### config.mk
export PLATFORM = sky130hd
export DESIGN_NAME = clkmode_ctrl
export DESIGN_NICKNAME = d
export VERILOG_FILES = /design/src/rtl/clkmode_pkg.sv /design/src/rtl/clkmode_regs.sv /design/src/rtl/clkmode_ratio.sv /design/src/rtl/clkmode_sync.sv /design/src/rtl/clkmode_lock.sv /design/src/rtl/clkmode_ctrl.sv
export SDC_FILE = /design/constraint.sdc
export NUM_CORES = 1
export LEC_CHECK = 0
export BUFFER_PORTS_ARGS = -buffer_cell sky130_fd_sc_hd__buf_2
export CAP_MARGIN = 25
export CORE_ASPECT_RATIO = 0.75
export CORE_MARGIN = 2
export CORE_UTILIZATION = 28
export CTS_CLUSTER_SIZE = 12
export DETAILED_ROUTE_END_ITERATION = 6
export HOLD_SLACK_MARGIN = 0.05
export SLEW_MARGIN = 20
export SYNTH_ARGS = -nofsm -noshare
export SYNTH_HDL_FRONTEND = slang
export SYNTH_SLANG_ARGS = --single-unit
### constraint.sdc
create_clock -name clk -period 1.88 [get_ports clk]
set_input_delay 0.188 -clock clk [delete_from_list [all_inputs] [get_ports clk]]
set_output_delay 0.188 -clock clk [all_outputs]
set_load 0.05 [all_outputs]
### src/rtl/clkmode_pkg.sv
package clkmode_pkg;

    localparam int RDIV_W  = 3;
    localparam int VMUL_W  = 4;
    localparam int HF_SHIFT = 5;
    localparam int DIV_W   = 1 + (2**RDIV_W - 1) + HF_SHIFT;
    localparam int MULT_W  = VMUL_W + 2;

    localparam logic [1:0] SEL_FLL = 2'b00;
    localparam logic [1:0] SEL_INT = 2'b01;
    localparam logic [1:0] SEL_EXT = 2'b10;
    localparam logic [1:0] SEL_PLL = 2'b11;

    typedef struct packed {
        logic [1:0]        osel;
        logic              rint;
        logic [RDIV_W-1:0] rdiv;
        logic              pll_sel;
        logic              lowpwr;
        logic              hirange;
        logic              xdiv32;
        logic [VMUL_W-1:0] vmul;
    } cfg_t;

    typedef struct packed {
        logic       osc;
        logic       rint;
        logic [1:0] src;
        logic       pll;
    } stat_t;

    localparam cfg_t CFG_RST = '{osel: SEL_FLL, rint: 1'b1, rdiv: '0,
                                 pll_sel: 1'b0, lowpwr: 1'b0, hirange: 1'b0,
                                 xdiv32: 1'b0, vmul: VMUL_W'(1)};

    localparam stat_t STAT_RST = '{osc: 1'b0, rint: 1'b1, src: SEL_FLL, pll: 1'b0};

    function automatic logic [1:0] active_src(input cfg_t c);
        if (c.osel == SEL_FLL) begin
            return c.pll_sel ? SEL_PLL : SEL_FLL;
        end
        return c.osel;
    endfunction

endpackage

### src/rtl/clkmode_regs.sv
module clkmode_regs
    import clkmode_pkg::*;
(
    input  logic       clk,
    input  logic       rst_n,
    input  logic       wr_en,
    input  logic [1:0] addr,
    input  logic [7:0] wdata,
    input  logic       lock_flag,
    output cfg_t       cfg,
    output logic       cfg_change
);

    typedef struct packed {
        cfg_t cfg;
    } regs_t;

    regs_t q, d;
    logic  chg;

    always_comb begin
        logic       loop_active;
        logic       accept;
        logic [1:0] req;
        d           = q;
        chg         = 1'b0;
        loop_active = (q.cfg.osel == SEL_FLL);
        req         = wdata[1:0];
        accept      = 1'b0;
        if (wr_en) begin
            case (addr)
                2'd0: begin
                    d.cfg.rint = wdata[2];
                    d.cfg.rdiv = wdata[3 +: RDIV_W];
                    case (req)
                        SEL_FLL: accept = !q.cfg.lowpwr && (!q.cfg.pll_sel || lock_flag);
                        SEL_INT: accept = 1'b1;
                        SEL_EXT: accept = 1'b1;
                        default: accept = 1'b0;
                    endcase
                    if (accept) begin
                        d.cfg.osel = req;
                    end
                    chg = (d.cfg.rdiv != q.cfg.rdiv);
                end
                2'd1: begin
                    if (!loop_active) begin
                        d.cfg.pll_sel = wdata[0];
                        d.cfg.lowpwr  = wdata[1];
                        d.cfg.hirange = wdata[2];
                        d.cfg.xdiv32  = wdata[3];
                        d.cfg.vmul    = wdata[4 +: VMUL_W];
                        chg = (d.cfg.pll_sel != q.cfg.pll_sel) ||
                              (d.cfg.lowpwr  != q.cfg.lowpwr)  ||
                              (d.cfg.vmul    != q.cfg.vmul);
                    end
                end
                default: ;
            endcase
        end
    end

    always_ff @(posedge clk) begin
        if (!rst_n) begin
            q.cfg <= CFG_RST;
        end else begin
            q <= d;
        end
    end

    assign cfg        = q.cfg;
    assign cfg_change = chg;

endmodule

### src/rtl/clkmode_ratio.sv
module clkmode_ratio
    import clkmode_pkg::*;
(
    input  cfg_t              cfg,
    output logic [DIV_W-1:0]  ref_div,
    output logic [MULT_W-1:0] vco_mult
);

    localparam int SH_W = $clog2(DIV_W);

    logic [SH_W-1:0]   shift_d;
    logic [VMUL_W-1:0] code_eff;

    always_comb begin
        shift_d = SH_W'(cfg.rdiv);
        if (!cfg.pll_sel && cfg.hirange && cfg.xdiv32) begin
            shift_d = shift_d + SH_W'(HF_SHIFT);
        end
        ref_div  = DIV_W'(1) << shift_d;
        code_eff = (cfg.vmul == '0) ? VMUL_W'(1) : cfg.vmul;
        vco_mult = {code_eff, 2'b00};
    end

endmodule

### src/rtl/clkmode_sync.sv
module clkmode_sync
    import clkmode_pkg::*;
#(
    parameter int SYNC_CYC = 4
) (
    input  logic  clk,
    input  logic  rst_n,
    input  stat_t stat_in,
    output stat_t stat_out
);

    stat_t stg_q [SYNC_CYC];
    stat_t stg_d [SYNC_CYC];

    always_comb begin
        stg_d[0] = stat_in;
        for (int i = 1; i < SYNC_CYC; i++) begin
            stg_d[i] = stg_q[i-1];
        end
    end

    generate
        for (genvar g = 0; g < SYNC_CYC; g++) begin : g_stage
            always_ff @(posedge clk) begin
                if (!rst_n) begin
                    stg_q[g] <= STAT_RST;
                end else begin
                    stg_q[g] <= stg_d[g];
                end
            end
        end
    endgenerate

    assign stat_out = stg_q[SYNC_CYC-1];

endmodule

### src/rtl/clkmode_lock.sv
module clkmode_lock #(
    parameter int LOCK_CYC = 16
) (
    input  logic clk,
    input  logic rst_n,
    input  logic pll_en,
    input  logic lock_in,
    input  logic cfg_change,
    output logic lock_flag
);

    localparam int CNT_W = $clog2(LOCK_CYC + 1);

    typedef struct packed {
        logic [CNT_W-1:0] cnt;
    } lk_t;

    lk_t q, d;

    always_comb begin
        d = q;
        if (!pll_en || !lock_in || cfg_change) begin
            d.cnt = '0;
        end else if (q.cnt != CNT_W'(LOCK_CYC)) begin
            d.cnt = q.cnt + 1'b1;
        end
    end

    always_ff @(posedge clk) begin
        if (!rst_n) begin
            q.cnt <= '0;
        end else begin
            q <= d;
        end
    end

    assign lock_flag = (q.cnt == CNT_W'(LOCK_CYC));

endmodule

### src/rtl/clkmode_ctrl.sv
module clkmode_ctrl
    import clkmode_pkg::*;
#(
    parameter int SYNC_CYC = 4,
    parameter int LOCK_CYC = 16
) (
    input  logic              clk,
    input  logic              rst_n,
    input  logic              wr_en,
    input  logic [1:0]        addr,
    input  logic [7:0]        wdata,
    output logic [7:0]        rdata,
    input  logic              osc_ready,
    input  logic              pll_lock_in,
    output logic [1:0]        clk_sel,
    output logic              ref_ext_sel,
    output logic              pll_en,
    output logic              fll_en,
    output logic [DIV_W-1:0]  ref_div,
    output logic [MULT_W-1:0] vco_mult
);

    cfg_t  cfg;
    logic  cfg_change;
    logic  lock_flag;
    stat_t stat_now;
    stat_t stat_seen;

    clkmode_regs u_regs (
        .clk        (clk),
        .rst_n      (rst_n),
        .wr_en      (wr_en),
        .addr       (addr),
        .wdata      (wdata),
        .lock_flag  (lock_flag),
        .cfg        (cfg),
        .cfg_change (cfg_change)
    );

    clkmode_ratio u_ratio (
        .cfg      (cfg),
        .ref_div  (ref_div),
        .vco_mult (vco_mult)
    );

    clkmode_lock #(.LOCK_CYC(LOCK_CYC)) u_lock (
        .clk        (clk),
        .rst_n      (rst_n),
        .pll_en     (pll_en),
        .lock_in    (pll_lock_in),
        .cfg_change (cfg_change),
        .lock_flag  (lock_flag)
    );

    always_comb begin
        stat_now.osc  = osc_ready;
        stat_now.rint = cfg.rint;
        stat_now.src  = active_src(cfg);
        stat_now.pll  = cfg.pll_sel && !cfg.lowpwr;
    end

    clkmode_sync #(.SYNC_CYC(SYNC_CYC)) u_sync (
        .clk      (clk),
        .rst_n    (rst_n),
        .stat_in  (stat_now),
        .stat_out (stat_seen)
    );

    assign clk_sel     = active_src(cfg);
    assign ref_ext_sel = !cfg.rint;
    assign pll_en      = cfg.pll_sel && !cfg.lowpwr;
    assign fll_en      = !cfg.pll_sel && !cfg.lowpwr;

    always_comb begin
        case (addr)
            2'd0:    rdata = {2'b00, cfg.rdiv, cfg.rint, cfg.osel};
            2'd1:    rdata = {cfg.vmul, cfg.xdiv32, cfg.hirange, cfg.lowpwr, cfg.pll_sel};
            2'd2:    rdata = {2'b00, lock_flag, stat_seen.pll, stat_seen.src,
                              stat_seen.rint, stat_seen.osc};
            default: rdata = 8'h00;
        endcase
    end

endmodule

==> reports/metrics.cfg, run 1 <==
[timing]
final.setup_skew_ns = 0.00705
fmax_ghz = 0.495
drv_slew = 0
setup_viol = 6
rsz0062_at_grt = true
min_period_over_period_pct = 107
finalHoldViolCount = 0
period_needed_ns = 2.02
setup_ws_ns = -0.141

[cts]
clkTransAtPathRegs_ns = 0.07
clock-root-buffer = clkbuf_8
ctsHtreeMaxLevel = 2
clock_path_buffers = 2
cts_tree = yes
cts_num_sinks = 39
cts_buffers = 5
clk_latency_ns = 0.29

[die]
io_pins = 47
chipHeight_microns = 77.6
die_x_microns = 102
std_cell_rows = 26
core_sq_um = 6900
initial_core_util_pct = 29.3
die-area_sq_um = 7920

[routing]
drc = 0
ant_nets = 0
vias_per_cell = 4.32
wl_per_cell_microns = 12.9
dr.first_iter.drc_count = 50
vias = 1580
firstDrtPassIters = 4
routed_wl_microns = 4710

[critical_path]
critPathLaunchType = register
endpoint_kind = primary output
slowest_stage = dfxtp_2
cpPeakStageDelay_ns = 0.34
reg2reg_to = u_lock.q[0]$_SDFFE_PP0P_
r2r_start = u_regs.cfg[7]$_SDFFE_PN0P_
crit_fanout = 3
critical_path_arrival_ns = 1.83
r2r_cells = 6
cp_data_required_time_ns = 1.69
critical_path_class = register to primary output
path_cells = ha_4 -> and4bb_2 -> nand2_4 -> a2111oi_4 -> buf_6
rrSetupSlack_ns = 0.33

[logic_synthesis]
syn_inst = 218
synth_seq_cells = 39
synth-async-reset-ratio_pct = 0
synth_edf_count = 0
yosysWarnings = 0
synth_largest_area_cell = dfxtp_1
synth_most_common_cell = dfxtp_1
synth_area_leaders = dfxtp_1 (39%), mux2i_1 (9.9%), and2_1 (5.0%), nor2b_1 (4.0%), ha_1 (3.1%)
synth.distinct_cells = 43
synth_common_cells = dfxtp_1 (39), mux2i_1 (20), and2_1 (16), nand2_1 (16), nor2b_1 (13)
avgSynthCellArea_sq_um = 9.27
yosysTopAreaCellShare_pct = 38.6
seq_area_frac_synth_pct = 38.6
synth_area_sq_um = 2020
synth_ff_type = dfxtp_1

[cells_and_area]
fin_util_pct = 39.1
seqCellArea_sq_um = 787
fillers = 705
area_growth_pct = 33.3
diodes = 0
stdcell_count = 366
nets = 287
drive_gt1_share_pct = 37.3
multi_input_area_sq_um = 1220

[power]
power_w = 0.00175
ir_drop_mv = 0.303
p_per_area_nw_per_um2 = 648
total_leakage_power_nw = 1.14

[global_routing]
antenna_found_initial = 0
grt_pass1_wl_microns = 7560
grt_usage_pct = 12.2
grt_max_degree = 36
grt_pass1_vias = 1536
grt_remaining_overflow = 0

[place]
dp.cells = 351
dpl.hpwl_microns = 3320
gp_congestion = 0.852
io_buffer_count = 44
place_ws_ns = -0.0225

[hold_path]
min_path_cells = 2
min_path_type = input port to register
worstHoldStart = osc_ready
whs_endpoint = u_sync.stg_q[0][4]$_SDFF_PN0_

[run_status]
violations = negative setup slack
status = finished, violations left

[job]
maxCapViolCount = 0

[metrics by stage]
stage | instance area [sq um] | hold WS (ns) | setup TNS (ns)
after floorplan | 2070 | 0.261 | -0.873
after CTS | 2580 | 0.105 | -0.315
after global placement | 2360 | 0.393 | 0
final | 2690 | 0.106 | -0.382
after detailed placement | 2360 | 0.396 | -0.0225
after global routing | 2690 | 0.108 | -1.04
[report_power, final]
part | internal [W] | total [W] | switching (W) | leakage [nW]
combinational | 0.0000762 | 0.000210 | 0.000134 | 0.762
clock | 0.000395 | 0.000692 | 0.000297 | 0.0581
sequential | 0.000836 | 0.000844 | 0.00000756 | 0.318
[flip-flops by register name (all words and copies together) (netlist names)]
signal / count
u_lock.q: 5
u_regs.cfg: 14
u_sync.stg_q: 20
[layer usage]
layer	routed length (microns)	track usage [%]	share of wire (%)
met1	2260	16.3	48
met2	2120	18.6	45
met3	249	3.15	5.3
met4	77	5.20	1.6
met5	0	0	0
[worst max-delay path: cells and delay by family, from the launching register on]
family | cells | cell delay [ns]
flip-flops | 1 | 0.34
buffers and inverters | 1 | 0.21
AND/OR/NAND/NOR | 2 | 0.40
adder cells (fa/ha/maj) | 1 | 0.24
AO/OA/AOI/OAI | 1 | 0.34
[how the worst max path moves through the flow]
stage | to | cells after the start | slack, ns | start
floorplan | ref_div[0] | 4 | -0.43 | u_regs.cfg[8]$_SDFFE_PN0P_
global route | ref_div[2] | 6 | -0.25 | u_regs.cfg[9]$_SDFFE_PN0P_
finish | ref_div[0] | 5 | -0.14 | u_regs.cfg[9]$_SDFFE_PN0P_
CTS | ref_div[0] | 5 | -0.10 | u_regs.cfg[9]$_SDFFE_PN0P_
detailed placement | ref_div[0] | 5 | -0.02 | u_regs.cfg[8]$_SDFFE_PN0P_
global placement | ref_div[0] | 5 | 0.02 | u_regs.cfg[8]$_SDFFE_PN0P_
[placed cells by master (no fill, tap or decap), types with 7 or more instances in the layout]
cell type,n
buf_2,31
and2_1,16
mux2i_1,20
dfxtp_1,34
nor2b_1,13
nand2_1,14
buf_4,17
xor2_1,7
buf_6,11
nand2b_1,9
inv_1,8
[cell type report]
class                      count  area share (%)
multi-input combinational    152            45.1
sequential                    39            29.2
timing repair buffer          60            15.7
tap                           98            4.55
clock buffer                   5            2.55
clock inverter                 3            1.63
inverter                       9            1.25
[timing repair]
| item | in CTS | in global routing |
|---|---|---|
| hold buffers | 0 | 0 |
| gates resized for setup | 25 | 24 |
| endpoints found under the setup margin | 12 | 13 |
| gates cloned | 0 | 0 |
| buffers inserted | 3 | 4 |
| pin swaps | 7 | 7 |
[cells by family (layout without fill, tap and decap cells)]
| group | count (synthesis) | after routing | synth area share [%] |
|---|---|---|---|
| simple gates | 89 | 89 | 26.1 |
| fa+ha+maj | 5 | 5 | 3.10 |
| buf+inv | 28 | 77 | 7.93 |
| mux | 20 | 20 | 9.91 |
| other cells | 1 | 2 | 0.186 |
| compound gates | 23 | 23 | 8.55 |
| xor+xnor | 13 | 13 | 5.63 |
| flops | 39 | 39 | 38.6 |
(Power assumes the default switching activity.)
==> run 2: changes to the inputs <==
--- a/config.mk
+++ b/config.mk
@@ -9,10 +9,11 @@
 export CAP_MARGIN = 25
 export CORE_ASPECT_RATIO = 0.75
 export CORE_MARGIN = 2
-export CORE_UTILIZATION = 28
+export CORE_UTILIZATION = 53
 export CTS_CLUSTER_SIZE = 12
 export DETAILED_ROUTE_END_ITERATION = 6
 export HOLD_SLACK_MARGIN = 0.05
+export PLACE_DENSITY = 0.79
 export SLEW_MARGIN = 20
 export SYNTH_ARGS = -nofsm -noshare
 export SYNTH_HDL_FRONTEND = slang
==> run 2 against run 1 <==
  * The run still ends with negative setup slack left
  * Routed wire length shrank 0.25%
  * Utilization increased by 33 points
  * Clock power grew 19%
  * Global-route usage increased by 9.4 points
  * Hold slack got worse by 0.0014 ns
  * Final cell count shrank 12%
  * Combinational power barely moved
  * Register-to-register slack about the same
  * Setup slack better by 0.0054 ns
  * Total power is 7.3% higher
  * Non-clock buffer count rose by 1
  * First-iteration DRC count is 22% higher
==> reports/metrics.cfg, run 2 (same netlist as run 1, synthesis figures left out) <==
[run_status]
status = finished, violations left
violations = negative setup slack

[cells_and_area]
fillers = 285
stdcell_count = 321
nets = 288
regMostFlops = u_sync.stg_q
largest_reg_flops = 20
diodes = 0
drive_gt1_share_pct = 38.7
area_growth_pct = 31.1
fin_util_pct = 72.4
largest_registers = u_sync.stg_q: 20 flops, u_regs.cfg: 14 flops, u_lock.q: 5 flops
final_area_sq_um = 2650
layout_common_cells = buf_2 (32), dfxtp_1 (32), mux2i_1 (19), and2_1 (16), buf_4 (16)

[die]
std_cell_rows = 19
chipHeight_microns = 57.5
initial_core_util_pct = 55.2
io_pins = 47
core_sq_um = 3660
die-area_sq_um = 4330
die_x_microns = 75.3

[place]
io_buffer_count = 44
place_area_sq_um = 2300
dp.cells = 305
place_ws_ns = 0.0183
dpl.hpwl_microns = 2900
gp_congestion = 0.844

[hold_path]
min_path_type = input port to register

[cts]
ctsHtreeMaxLevel = 2
cts_num_sinks = 39
clk_latency_ns = 0.30
cts_hold_buf = 0
cts_tree = yes
clock_path_buffers = 2
cts_buffers = 5
clock-root-buffer = clkbuf_8
clkTransAtPathRegs_ns = 0.07

[timing]
rsz0062_at_grt = true
setup_tns_ns = -0.410
fmax_ghz = 0.496
period_needed_ns = 2.02
setup_ws_ns = -0.136
min_period_over_period_pct = 107
finalHoldViolCount = 0
setup_viol = 6
drv_slew = 0
final.setup_skew_ns = 0.00800

[global_routing]
grt_remaining_overflow = 0
grt_max_degree = 36
antenna_found_initial = 0
grt_usage_pct = 21.7
grt_pass1_wl_microns = 7110
grt_pass1_vias = 1529

[routing]
firstDrtPassIters = 4
vias_per_cell = 5.22
wl_per_cell_microns = 14.6
routed_wl_microns = 4700
ant_nets = 0
drc = 0
vias = 1676
dr.first_iter.drc_count = 61

[critical_path]
critical_path_arrival_ns = 1.83
endpoint_kind = primary output
reg2reg_to = u_lock.q[4]$_SDFFE_PP0P_
cp_data_required_time_ns = 1.69
crit_fanout = 3
critPathLaunchType = register
critPathLaunch = u_regs.cfg[8]$_SDFFE_PN0P_
rrSetupSlack_ns = 0.32
r2r_cells = 6
r2r_start = u_regs.cfg[7]$_SDFFE_PN0P_
endpoint = ref_div[0]
critical_path_class = register to primary output

[power]
total_leakage_power_nw = 1.12
ir_drop_mv = 0.534
p_per_area_nw_per_um2 = 707

[job]
maxCapViolCount = 0

[run 2: timing repair]
| item | 4_1_cts | 5_1_grt |
|---|---|---|
| pin swaps | 6 | 8 |
| setup endpoints to repair | 12 | 13 |
| setup buffers | 3 | 5 |
| hold endpoints to repair | 0 | 0 |
| resized for setup | 21 | 29 |
[run 2: per-stage QoR]
stage / total power [W] / hold slack (ns)
global placement: 0.00105 / 0.392
floorplan: 0.00101 / 0.261
CTS: 0.00188 / 0.0990
finish: 0.00187 / 0.104
global route: 0.00193 / 0.121
detailed placement: 0.00105 / 0.394
[run 2: layout make-up]
cell class                      instances  area, sq um  area share (%)
Clock buffer                            6         72.6            2.74
Clock inverter                          2         60.1            2.27
Inverter                                9         33.8            1.28
Multi-Input combinational cell        152         1200            45.2
Sequential cell                        39          795            30.0
Tap cell                               52         65.1            2.46
Timing Repair Buffer                   61          427            16.1
[run 2: per-layer routing]
metal	routed length [microns]	vias to the layer above	part of all wire (%)	GRT usage (%)
met4	61	0	1.3	4.51
met5	0	-	0	0
li1	-	825	-	-
met1	2130	791	45	29.5
met2	2240	53	48	34.3
met3	268	7	5.7	6.36
[run 2: how the worst min path moves through the flow]
stage / from / slack (ns) / end / cells past startpoint
4_1_cts: osc_ready / 0.1 / u_sync.stg_q[0][4]$_SDFF_PN0_ / 2
3_5_place_dp: u_sync.stg_q[2][3]$_SDFF_PN1_ / 0.39 / u_sync.stg_q[3][3]$_SDFF_PN1_ / 1
6_report: osc_ready / 0.10 / u_sync.stg_q[0][4]$_SDFF_PN0_ / 2
5_1_grt: osc_ready / 0.12 / u_sync.stg_q[0][4]$_SDFF_PN0_ / 2
2_1_floorplan: rst_n / 0.26 / u_sync.stg_q[1][3]$_SDFF_PN1_ / 1
3_3_place_gp: u_sync.stg_q[0][3]$_SDFF_PN1_ / 0.39 / u_sync.stg_q[1][3]$_SDFF_PN1_ / 1
[run 2: worst max-delay path, cell delays in order, from the launching register on]
cell and delay [ns]:
dfxtp_2 0.34, ha_4 0.25, and4bb_2 0.32, nand2_2 0.08
a2111oi_4 0.32, buf_6 0.21
[run 2: where the power goes]
part | total (W) | switching (W) | leakage, nW | internal (W)
logic | 0.000209 | 0.000132 | 0.734 | 0.0000765
registers | 0.000841 | 0.00000760 | 0.320 | 0.000834
clock network | 0.000823 | 0.000293 | 0.0654 | 0.000530
total | 0.00187 | 0.000432 | 1.12 | 0.00144
==> run 3: changes to the inputs <==
--- a/config.mk
+++ b/config.mk
@@ -7,13 +7,16 @@
 export LEC_CHECK = 0
 export BUFFER_PORTS_ARGS = -buffer_cell sky130_fd_sc_hd__buf_2
 export CAP_MARGIN = 25
+export CELL_PAD_IN_SITES_DETAIL_PLACEMENT = 1
+export CELL_PAD_IN_SITES_GLOBAL_PLACEMENT = 2
 export CORE_ASPECT_RATIO = 0.75
 export CORE_MARGIN = 2
-export CORE_UTILIZATION = 53
+export CORE_UTILIZATION = 32
 export CTS_CLUSTER_SIZE = 12
 export DETAILED_ROUTE_END_ITERATION = 6
 export HOLD_SLACK_MARGIN = 0.05
-export PLACE_DENSITY = 0.79
+export PLACE_DENSITY_LB_ADDON = 0.1
+export SETUP_SLACK_MARGIN = 0.15
 export SLEW_MARGIN = 20
 export SYNTH_ARGS = -nofsm -noshare
 export SYNTH_HDL_FRONTEND = slang
==> run 3 against run 2 <==
  * The flow still finishes with violations (negative setup slack)
  * Non-clock buffer count rose by 9
  * Combinational power rose by 5%
  * Fmax fell by 0.38%
  * Clock power fell by 16%
  * Critical path type unchanged
  * Critical endpoint is now ref_div[2]
  * Largest power group unchanged
==> reports/metrics.cfg, run 3 (same netlist as run 1, synthesis figures left out) <==
[critical_path]
cp_data_required_time_ns = 1.69
endpoint_kind = primary output
slowest_stage = or3_4
critical_path_arrival_ns = 1.84
critical_path_class = register to primary output
r2r_start = u_regs.cfg[7]$_SDFFE_PN0P_
reg2reg_to = u_lock.q[1]$_SDFFE_PP0P_
path_cells = ha_4 -> buf_4 -> nand4_1 -> or3_4 -> a21oi_4 -> buf_6
cpPeakStageDelay_ns = 0.38
r2r_cells = 5
rrSetupSlack_ns = 0.41
crit_fanout = 4
critPathLaunchType = register

[cells_and_area]
drive_gt1_share_pct = 43.3
nets = 297
diodes = 0
fillers = 719
multi_input_area_sq_um = 1270
final_area_sq_um = 2820
layout_common_cells = dfxtp_1 (32), buf_2 (30), buf_4 (26), mux2i_1 (18), and2_1 (16)
regMostFlops = u_sync.stg_q
largest_registers = u_sync.stg_q: 20 flops, u_regs.cfg: 14 flops, u_lock.q: 5 flops
layout_commonest_cell = dfxtp_1
seqCellArea_sq_um = 792
area_growth_pct = 39.4
largest_reg_flops = 20

[hold_path]
worstHoldStart = osc_ready
whs_endpoint = u_sync.stg_q[0][4]$_SDFF_PN0_
min_path_type = input port to register
min_path_cells = 2

[timing]
min_period_over_period_pct = 108
setup_viol = 9
drv_slew = 0
period_needed_ns = 2.02
rsz0062_at_grt = true
setup_tns_ns = -0.799
finalHoldViolCount = 0
final.setup_skew_ns = 0.0106
fmax_ghz = 0.494
setup_ws_ns = -0.143

[power]
ir_drop_mv = 0.297
p_per_area_nw_per_um2 = 621
power_w = 0.00175
total_leakage_power_nw = 1.16

[routing]
vias_per_cell = 4.69
drc = 0
dr.first_iter.drc_count = 22
wl_per_cell_microns = 14.6
vias = 1679
firstDrtPassIters = 4
ant_nets = 0
routed_wl_microns = 5230

[job]
maxCapViolCount = 0

[global_routing]
grt_usage_pct = 15.9
grt_pass1_wl_microns = 8390
grt_remaining_overflow = 0
grt_max_degree = 26
antenna_found_initial = 0
grt_pass1_vias = 1625

[die]
core_sq_um = 6190
die_x_microns = 95.8
die-area_sq_um = 6970
io_pins = 47
std_cell_rows = 25
initial_core_util_pct = 32.6
chipHeight_microns = 72.8

[place]
dpl.hpwl_microns = 3670
place_area_sq_um = 2420
gp_congestion = 0.748
io_buffer_count = 44

[cts]
clock_path_buffers = 2
clock-root-buffer = clkbuf_8
cts_num_sinks = 39
cts_buffers = 5
clk_latency_ns = 0.30
clkTransAtPathRegs_ns = 0.08
cts_tree = yes
ctsHtreeMaxLevel = 2
cts_hold_buf = 0

[run_status]
violations = negative setup slack
status = finished, violations left

[run 3: layout make-up]
type,instances,area share (%)
Clock buffer,5,2.44
Clock inverter,2,1.33
Inverter,9,1.20
Multi-Input combinational cell,152,45.2
Sequential cell,39,28.1
Tap cell,81,3.60
Timing Repair Buffer,70,18.1
[run 3: timing repair]
action                     4_1_cts  5_1_grt
setup buffers                    9        5
resized for setup               42       14
pin swaps                       13        4
setup endpoints to repair       14       14
[run 3: worst max-delay path, delay by kind of cell, from the launching register on]
family          cells  cell delay [ns]
buf+inv             2             0.28
compound gates      1             0.13
simple gates        2             0.52
flops               1             0.34
fa+ha+maj           1             0.28
[run 3: through the flow]
| step | util, % | cells | setup WS [ns] | hold slack (ns) |
|---|---|---|---|---|
| after floorplan | - | 219 | -0.0763 | 0.261 |
| after global placement | 39.1 | 337 | -0.0131 | 0.393 |
| after detailed placement | 39.1 | 337 | -0.0263 | 0.402 |
| after CTS | 44.1 | 353 | -0.104 | 0.0867 |
| after global routing | 45.5 | 358 | -0.212 | 0.0995 |
| final | 45.5 | 358 | -0.143 | 0.0914 |
[run 3: layer usage]
layer,up-vias,track usage [%],share of wire [%]
met5,-,0,0
met4,0,3.81,1.0
met3,6,4.44,4.4
met2,36,24.9,46
met1,796,21.9,49
li1,841,-,-
[run 3: worst max path at each step]
stage                                     startpoint    endpoint  slack (ns)  cells after the start
after floorplan           u_regs.cfg[8]$_SDFFE_PN0P_  ref_div[0]       -0.08                      4
after global placement    u_regs.cfg[8]$_SDFFE_PN0P_  ref_div[0]       -0.01                      5
after detailed placement  u_regs.cfg[8]$_SDFFE_PN0P_  ref_div[0]       -0.03                      5
after CTS                 u_regs.cfg[8]$_SDFFE_PN0P_  ref_div[0]       -0.10                      5
after global routing      u_regs.cfg[8]$_SDFFE_PN0P_  ref_div[0]       -0.21                      5
final                     u_regs.cfg[9]$_SDFFE_PN0P_  ref_div[2]       -0.14                      6
[run 3: report_power, final]
part / switching, W / leakage (nW) / internal [W]
sequential: 0.00000740 / 0.319 / 0.000835
combinational: 0.000138 / 0.789 / 0.0000822
clock: 0.000300 / 0.0502 / 0.000388
